$ cat src/rtl/xfer_dreq_pkg.sv
// Shared types for the FIFO DMA request controller.
// Assumes nothing beyond being compiled before the modules that import it.
package xfer_dreq_pkg;

    // Command progress seen by the termination logic.
    typedef enum logic [1:0] {
        XS_IDLE = 2'd0,   // outside the execution phase
        XS_RUN  = 2'd1,   // requests allowed
        XS_STOP = 2'd2,   // stop seen, finishing the current sector
        XS_DONE = 2'd3    // result available
    } xfer_st_e;

endpackage

$ cat src/rtl/xfer_sec_cnt.sv
// Byte position counter within the current sector.
// Counts one byte for each enabled device strobe and wraps at SECTOR_BYTES.
// Flags the strobe that completes a sector, and remembers whether any byte
// has moved since the last clear.
// Assumes SECTOR_BYTES >= 2.
module xfer_sec_cnt #(
    parameter int SECTOR_BYTES = 512,
    parameter int SEC_W        = $clog2(SECTOR_BYTES)
) (
    input  logic clk,
    input  logic rst_n,
    input  logic clr_i,
    input  logic stb_i,
    output logic sec_end_o,
    output logic cnt_zero_o,
    output logic moved_o
);

    localparam logic [SEC_W-1:0] LAST_IDX = SEC_W'(SECTOR_BYTES - 1);

    logic [SEC_W-1:0] cnt_q;
    logic             moved_q;

    assign sec_end_o  = stb_i && (cnt_q == LAST_IDX);
    assign cnt_zero_o = (cnt_q == '0);
    assign moved_o    = moved_q;

    // Advance the byte position and wrap at the end of a sector.
    always_ff @(posedge clk) begin
        if (!rst_n || clr_i) begin
            cnt_q   <= '0;
            moved_q <= 1'b0;
        end else if (stb_i) begin
            cnt_q   <= sec_end_o ? '0 : cnt_q + 1'b1;
            moved_q <= 1'b1;
        end
    end

    // the strobe that completes a sector leaves the counter at zero.
    assert_sector_wrap_R3: assert property (@(posedge clk) disable iff (!rst_n)
        sec_end_o |=> cnt_zero_o);

endmodule

$ cat src/rtl/xfer_term_fsm.sv
// Termination sequencer for one command's execution phase.
// Moves from idle to running on exec_i. Leaves running on a terminal count
// (normal) or on an overrun or underrun (abnormal). Finishes the sector in
// progress and then holds the result until exec_i falls. An end-of-track
// sector ends the command abnormally when no terminal count was seen.
// Assumes fifo_level_i is the registered occupancy (0..DEPTH) and that the
// direction is stable during the phase.
module xfer_term_fsm
    import xfer_dreq_pkg::*;
#(
    parameter int DEPTH = 16,
    parameter int LVL_W = $clog2(DEPTH + 1)
) (
    input  logic             clk,
    input  logic             rst_n,
    input  logic             exec_i,
    input  logic             dir_i,
    input  logic             tc_i,
    input  logic             dev_stb_i,
    input  logic             dack_i,
    input  logic             eot_i,
    input  logic [LVL_W-1:0] lvl_i,
    input  logic             sec_end_i,
    input  logic             cnt_zero_i,
    input  logic             moved_i,
    output xfer_st_e         state_o,
    output logic             run_nxt_o,
    output logic             start_o,
    output logic             cnt_en_o,
    output logic             cnt_clr_o,
    output logic             done_o,
    output logic             abn_o
);

    localparam logic [LVL_W-1:0] FULL_LVL = LVL_W'(DEPTH);

    xfer_st_e st_q, st_n;
    logic     abn_q, abn_n;
    logic     fifo_err;
    logic     stop_fin;

    // The device strobe finds no room (to host) or no data (from host).
    assign fifo_err = dev_stb_i && !dack_i &&
                      (dir_i ? (lvl_i == FULL_LVL) : (lvl_i == '0));

    // After a stop, finish at the sector end. Outside a sector, finish at
    // once, except that host-written bytes still in the FIFO start a sector.
    assign stop_fin = sec_end_i ||
                      (cnt_zero_i && moved_i && (dir_i || (lvl_i == '0)));

    assign state_o   = st_q;
    assign run_nxt_o = (st_n == XS_RUN);
    assign start_o   = (st_q == XS_IDLE) && exec_i;
    assign cnt_en_o  = dev_stb_i && ((st_q == XS_RUN) || (st_q == XS_STOP));
    assign cnt_clr_o = (st_q == XS_IDLE);
    assign done_o    = (st_q == XS_DONE);
    assign abn_o     = (st_q == XS_DONE) && abn_q;

    // Next state and the termination kind.
    always_comb begin
        st_n  = st_q;
        abn_n = abn_q;
        case (st_q)
            XS_IDLE: begin
                abn_n = 1'b0;
                if (exec_i) st_n = XS_RUN;
            end
            XS_RUN: begin
                if (sec_end_i && (tc_i || eot_i || fifo_err)) begin
                    st_n  = XS_DONE;
                    abn_n = !tc_i;
                end else if (tc_i) begin
                    st_n  = XS_STOP;
                    abn_n = 1'b0;
                end else if (fifo_err) begin
                    st_n  = XS_STOP;
                    abn_n = 1'b1;
                end
            end
            XS_STOP: begin
                if (stop_fin) st_n = XS_DONE;
            end
            default: st_n = XS_DONE;
        endcase
        if (!exec_i) begin
            st_n  = XS_IDLE;
            abn_n = 1'b0;
        end
    end

    // State and result registers.
    always_ff @(posedge clk) begin
        if (!rst_n) begin
            st_q  <= XS_IDLE;
            abn_q <= 1'b0;
        end else begin
            st_q  <= st_n;
            abn_q <= abn_n;
        end
    end

    // a terminal count on the sector's last byte ends normally.
    assert_tc_normal_R7: assert property (@(posedge clk) disable iff (!rst_n)
        (exec_i && st_q == XS_RUN && tc_i && sec_end_i) |=> (done_o && !abn_o));

    // an overrun or underrun leaves the running state and marks abnormal.
    assert_fifo_err_abn_R8: assert property (@(posedge clk) disable iff (!rst_n)
        (exec_i && st_q == XS_RUN && fifo_err && !tc_i) |=> (abn_q && st_q != XS_RUN));

    // an end-of-track sector without terminal count ends abnormally.
    assert_eot_abn_R9: assert property (@(posedge clk) disable iff (!rst_n)
        (exec_i && st_q == XS_RUN && sec_end_i && eot_i && !tc_i) |=> (done_o && abn_o));

    // the result holds while the phase lasts.
    assert_done_hold_R10: assert property (@(posedge clk) disable iff (!rst_n)
        (done_o && exec_i) |=> (done_o && $stable(abn_o)));

endmodule

$ cat src/rtl/xfer_dreq_gen.sv
// Hysteretic DMA request generator.
// Device-to-host: sets on the fill threshold or on a completed sector, and
// clears once the FIFO reads empty. Host-to-device: sets at the phase start
// or when the free space reaches the threshold, and clears once the FIFO
// reads full. The request is registered and is forced low whenever the
// sequencer will not be running in the next cycle.
// Assumes thr_i in 1..DEPTH-1 and lvl_i in 0..DEPTH.
module xfer_dreq_gen #(
    parameter int DEPTH = 16,
    parameter int LVL_W = $clog2(DEPTH + 1)
) (
    input  logic             clk,
    input  logic             rst_n,
    input  logic             dir_i,
    input  logic [LVL_W-1:0] thr_i,
    input  logic [LVL_W-1:0] lvl_i,
    input  logic             start_i,
    input  logic             run_nxt_i,
    input  logic             sec_end_i,
    output logic             dreq_o
);

    localparam logic [LVL_W-1:0] FULL_LVL = LVL_W'(DEPTH);

    logic dreq_q, dreq_n;
    logic flush_q;
    logic rd_set, wr_set, lvl_empty, lvl_full;

    assign lvl_empty = (lvl_i == '0);
    assign lvl_full  = (lvl_i == FULL_LVL);
    assign rd_set    = (lvl_i >= (FULL_LVL - thr_i));
    assign wr_set    = ((FULL_LVL - lvl_i) >= thr_i);
    assign dreq_o    = dreq_q;

    // Request for the next cycle, by direction.
    always_comb begin
        if (!run_nxt_i) begin
            dreq_n = 1'b0;
        end else if (dir_i) begin
            dreq_n = rd_set || ((dreq_q || flush_q) && !lvl_empty);
        end else begin
            dreq_n = start_i || wr_set || (dreq_q && !lvl_full);
        end
    end

    // Request register and the flag for a completed sector to be drained.
    always_ff @(posedge clk) begin
        if (!rst_n) begin
            dreq_q  <= 1'b0;
            flush_q <= 1'b0;
        end else begin
            dreq_q <= dreq_n;
            if (run_nxt_i && dir_i && sec_end_i) flush_q <= 1'b1;
            else if (lvl_empty || !run_nxt_i)    flush_q <= 1'b0;
        end
    end

    // filling to the threshold level raises the request.
    assert_rd_thresh_R2: assert property (@(posedge clk) disable iff (!rst_n)
        (run_nxt_i && dir_i && lvl_i >= (FULL_LVL - thr_i)) |=> dreq_o);

    // an empty FIFO drops the request unless a sector just ended.
    assert_rd_empty_drop_R4: assert property (@(posedge clk) disable iff (!rst_n)
        (dir_i && lvl_empty && !sec_end_i && thr_i < FULL_LVL) |=> !dreq_o);

    // the phase start raises the request when writing to the device.
    assert_wr_start_R5: assert property (@(posedge clk) disable iff (!rst_n)
        (start_i && run_nxt_i && !dir_i) |=> dreq_o);

    // a full FIFO drops the request when writing to the device.
    assert_wr_full_drop_R5: assert property (@(posedge clk) disable iff (!rst_n)
        (!dir_i && lvl_full && !start_i) |=> !dreq_o);

    // enough free space raises the request again.
    assert_wr_refill_R6: assert property (@(posedge clk) disable iff (!rst_n)
        (run_nxt_i && !dir_i && (FULL_LVL - lvl_i) >= thr_i) |=> dreq_o);

endmodule

$ cat src/rtl/xfer_dreq_ctrl.sv
// Top of the FIFO DMA request controller.
// Joins the sector counter, the termination sequencer and the request
// generator. All outputs are registered.
// Assumes direction and threshold are stable while exec_i is high, and that
// fifo_level_i is the FIFO's registered occupancy.
module xfer_dreq_ctrl
    import xfer_dreq_pkg::*;
#(
    parameter int DEPTH        = 16,
    parameter int SECTOR_BYTES = 512,
    parameter int LVL_W        = $clog2(DEPTH + 1)
) (
    input  logic             clk,
    input  logic             rst_n,
    input  logic             exec_i,
    input  logic             dir_to_host_i,
    input  logic [LVL_W-1:0] thresh_i,
    input  logic [LVL_W-1:0] fifo_level_i,
    input  logic             dack_i,
    input  logic             tc_i,
    input  logic             dev_stb_i,
    input  logic             eot_i,
    output logic             dreq_o,
    output logic             done_o,
    output logic             abnormal_o
);

    localparam int SEC_W = $clog2(SECTOR_BYTES);

    xfer_st_e state;
    logic     run_nxt, start, cnt_en, cnt_clr;
    logic     sec_end, cnt_zero, moved;

    xfer_sec_cnt #(
        .SECTOR_BYTES (SECTOR_BYTES),
        .SEC_W        (SEC_W)
    ) u_sec_cnt (
        .clk        (clk),
        .rst_n      (rst_n),
        .clr_i      (cnt_clr),
        .stb_i      (cnt_en),
        .sec_end_o  (sec_end),
        .cnt_zero_o (cnt_zero),
        .moved_o    (moved)
    );

    xfer_term_fsm #(
        .DEPTH (DEPTH),
        .LVL_W (LVL_W)
    ) u_term (
        .clk        (clk),
        .rst_n      (rst_n),
        .exec_i     (exec_i),
        .dir_i      (dir_to_host_i),
        .tc_i       (tc_i),
        .dev_stb_i  (dev_stb_i),
        .dack_i     (dack_i),
        .eot_i      (eot_i),
        .lvl_i      (fifo_level_i),
        .sec_end_i  (sec_end),
        .cnt_zero_i (cnt_zero),
        .moved_i    (moved),
        .state_o    (state),
        .run_nxt_o  (run_nxt),
        .start_o    (start),
        .cnt_en_o   (cnt_en),
        .cnt_clr_o  (cnt_clr),
        .done_o     (done_o),
        .abn_o      (abnormal_o)
    );

    xfer_dreq_gen #(
        .DEPTH (DEPTH),
        .LVL_W (LVL_W)
    ) u_gen (
        .clk       (clk),
        .rst_n     (rst_n),
        .dir_i     (dir_to_host_i),
        .thr_i     (thresh_i),
        .lvl_i     (fifo_level_i),
        .start_i   (start),
        .run_nxt_i (run_nxt),
        .sec_end_i (sec_end),
        .dreq_o    (dreq_o)
    );

    // outside the execution phase every output returns low.
    assert_idle_quiet_R1: assert property (@(posedge clk) disable iff (!rst_n)
        !exec_i |=> (!dreq_o && !done_o && !abnormal_o));

    // a terminal count while running removes the request.
    assert_tc_drop_R7: assert property (@(posedge clk) disable iff (!rst_n)
        (tc_i && state == XS_RUN) |=> !dreq_o);

    // no request while a result is shown.
    assert_done_no_req_R10: assert property (@(posedge clk) disable iff (!rst_n)
        done_o |-> !dreq_o);

endmodule

$ cat config.mk
export PLATFORM = sky130hd
export DESIGN_NAME = xfer_dreq_ctrl
export DESIGN_NICKNAME = d
export VERILOG_FILES = /design/src/rtl/xfer_dreq_pkg.sv /design/src/rtl/xfer_sec_cnt.sv /design/src/rtl/xfer_term_fsm.sv /design/src/rtl/xfer_dreq_gen.sv /design/src/rtl/xfer_dreq_ctrl.sv
export SDC_FILE = /design/constraint.sdc
export NUM_CORES = 1
export LEC_CHECK = 0
export BUFFER_PORTS_ARGS = -buffer_cell sky130_fd_sc_hd__buf_4
export CAP_MARGIN = 20
export CORE_UTILIZATION = 40
export CTS_BUF_LIST = sky130_fd_sc_hd__clkbuf_16
export DETAILED_ROUTE_END_ITERATION = 12
export GPL_TIMING_DRIVEN = 0
export HOLD_SLACK_MARGIN = 0.05
export SYNTH_ARGS = -nofsm -noshare
export SYNTH_HDL_FRONTEND = slang
export SYNTH_HIERARCHICAL = 1
export SYNTH_SLANG_ARGS = --single-unit
$ cat constraint.sdc
create_clock -name clk -period 1.9 [get_ports clk]
set_input_delay 0.095 -clock clk [delete_from_list [all_inputs] [get_ports clk]]
set_output_delay 0.095 -clock clk [all_outputs]
set_load 0.03 [all_outputs]
==> results.md <==
* Drt total wl at 2950 um
* Yosys synthesis warning count at 6
* CTS clk-pin slew, worst paths at 0.05 ns
* Data arrival time of the critical path at approximately 2.1 ns
* Post-synthesis cell type count at 40
* CP Class: reg2reg
* Post-place instance area at 1490 um2
* Site row count at 20
* Largest cells by area after synthesis: dfxtp_1 (24%), ha_1 (21%), inv_1 (4.4%), nor2_1 (3.8%), xor2_1 (3.4%)
* GRT Overall Usage at 18.4%
* Hold Path Sink: u_term/state_o[1]
* Seq/Total Area, Yosys at between 20% and 30%
* Final nets at 230
* CP Capture Type: register
* FF-to-FF End: u_gen/dreq_o
* Tmin final at 1.88 ns
* Syn Std Cell Area at 1270 um2
* Total CTS buffers at 3
* Initial DRC Count at 51
* Relative slew slack at about four fifths
* H-Tree Level Count at 1
* Tcrit/Tclk final at around 99%
* F_max at 532 MHz
* Wire per inst at approximately 13 um
* Hold depth at 2
* Core Util, Final at 57.3%
* RSZ-0062 raised after global routing: true
* Inserted Diodes at 0
* Worst Max-Slew Pin Slew at 0.300 ns
* Hold Vio Cnt, Final at 0
* Leakage power at 0.754 nW
* Pin count of the biggest net entering global routing at 12
* Worst r2r src: u_sec_cnt/cnt_q[1]
* Total Die Area at 3400 um2
* Port bufs at 20
* Final RePlAce weighted congestion at 0.773
* Max-cap violations at 0
* # DRC at 0
* Clk_lat worst skew at 0.25 ns
* Top Ports at 21
* Design area at 1730 um2
* Share of post-route cells with drive strength above 1 at 34.2%
* Required time worst endpoint at 2.07 ns
* Net count after synthesis at 194
* Clk root buf: clkbuf_16
* Final ANT Viol Nets at 0
* Syn-to-layout area delta at 36.6%
* Status: finished, final reports clean
* Mean Syn Cell Area at 8.19 um2
* Starting Density at 41.9%
* First-pass DRT Iterations at 4
* Number of synthesized flops with an enable pin at 0
* Core Footprint at about 3000 um2
* Reg2reg setup slack at 0.02 ns
* Yosys top cell area share at about a quarter
* Worst r2r path cells at 13
* Peak VDD IR at 0.269 mV
* CTS tree: yes
* Worst Skew at 0.00336 ns
* # clock sinks at 15
* Most frequent cell after synthesis: ha_1
* Post-synthesis cell count at 155
* Crit path max fanout at 4
* Die Span X at 58.3 um
* Tot Pwr at 0.000924 W
* HPWL Detailed at 2130 um
* Hold slack at 0.0986 ns
* Main flop type after synthesis: dfxtp_1
* GRT overflow at 0
* Startpoint types: register
* Power Density at 533 nW/um2
* Yosys top cell by area: dfxtp_1
* Fin. max-slew vios at 0
* Synth top cells by count: ha_1 (21), dfxtp_1 (15), inv_1 (15)
* Min-delay src: exec_i
* Longest Clk Path Bufs at 2
* Initial antenna violation count at 0
* Number of global-route vias before repair at 1088
* Post-synthesis async set-or-reset flop share at 0%
* Vias at 1198
* Register bit total from synthesis at 15
* Vias per cell at 5.12
* Die Ht at ~60 um
* Worst hold path class: in2reg
* Setup violators final at 0
* First-pass GRT wire length at 4840 um
* TNS Setup at 0 ns
## what timing repair did
action,in CTS,in global routing
buffers inserted,10,2
hold buffers,0,0
setup endpoints to repair,3,3
gates resized for setup,15,5
gates cloned,0,0
pin swaps,9,3
## flip-flops by register name, summed over array words and instances (netlist names)
signal             flops
u_gen/dreq_o           1
u_gen/flush_q          1
u_sec_cnt/cnt_q        9
u_sec_cnt/moved_o      1
u_term/abn_q           1
u_term/state_o         2
## where the power goes
| part | switching (W) | internal, W | total, W | leakage, nW |
|---|---|---|---|---|
| Clock | 0.000133 | 0.000281 | 0.000414 | 0.0409 |
| Sequential | 0.00000327 | 0.000315 | 0.000318 | 0.126 |
| Combinational | 0.0000982 | 0.0000940 | 0.000192 | 0.587 |
## area by class of cell
class                   count  area [um2]
fillers                   286        1290
multi-input cells         123         973
flip-flops and latches     15         319
repair buffers             32         244
clock buffers               3        75.1
inverters                  16        62.6
well taps                  44        55.1
clock inverters             1        5.00
## through the flow
stage	cells	worst slack [ns]
6_report	234	0.0220
5_1_grt	234	-0.119
4_1_cts	232	-0.0306
3_5_place_dp	219	-0.291
3_3_place_gp	219	-0.251
2_1_floorplan	155	0.00554
## how the worst max path moves through the flow
stage                        end               start  cells past startpoint  slack, ns
floorplan           u_gen/dreq_o   u_term/state_o[0]                     12      0.006
finish              u_gen/dreq_o  u_sec_cnt/cnt_q[1]                     13       0.02
CTS                 u_gen/dreq_o  u_sec_cnt/cnt_q[1]                     12      -0.03
global route        u_gen/dreq_o  u_sec_cnt/cnt_q[1]                     12      -0.12
global placement    u_gen/dreq_o  u_sec_cnt/cnt_q[0]                     12      -0.25
detailed placement  u_gen/dreq_o  u_sec_cnt/cnt_q[0]                     12      -0.29
## worst max-delay path, stage by stage, from the launching register on
cell	delay (ns)
dfxtp_4	0.36
ha_4	0.16
nand3_2	0.07
nor2_2	0.04
ha_2	0.20
nand2_4	0.07
inv_4	0.04
buf_4	0.12
buf_4	0.12
nand2_1	0.05
a31oi_1	0.10
nor3b_1	0.21
nand2_1	0.10
nor3_2	0.15
## layer usage
layer	global-route usage, %	up-vias	share of wire [%]
met4	7.82	0	0.78
met2	31.5	28	50
met1	23.4	556	46
li1	-	612	-
met5	0	-	0
met3	1.98	2	2.8
## cell families (layout without fill, tap and decap cells)
kind of cell,after synthesis,count (layout),share of synthesized area (%)
xor gates and xnor gates,9,9,6.21
muxes,1,1,0.788
AOI/OAI and AO/OA,24,24,12.3
DFF,15,15,23.6
adders and majority gates,21,21,20.7
buffers and inverters,17,52,5.32
and+or+nand+nor,68,68,31.0
## cells in the final DEF, fill, tap and decap left out, types with 5 or more instances in the layout
| master | count |
|---|---|
| a21oi_1 | 8 |
| buf_4 | 31 |
| dfxtp_1 | 8 |
| ha_1 | 18 |
| inv_1 | 13 |
| nand2_1 | 10 |
| nand2b_1 | 6 |
| nor2_1 | 12 |
| xor2_1 | 5 |
Note: power is estimated with default switching activity, not from simulation.
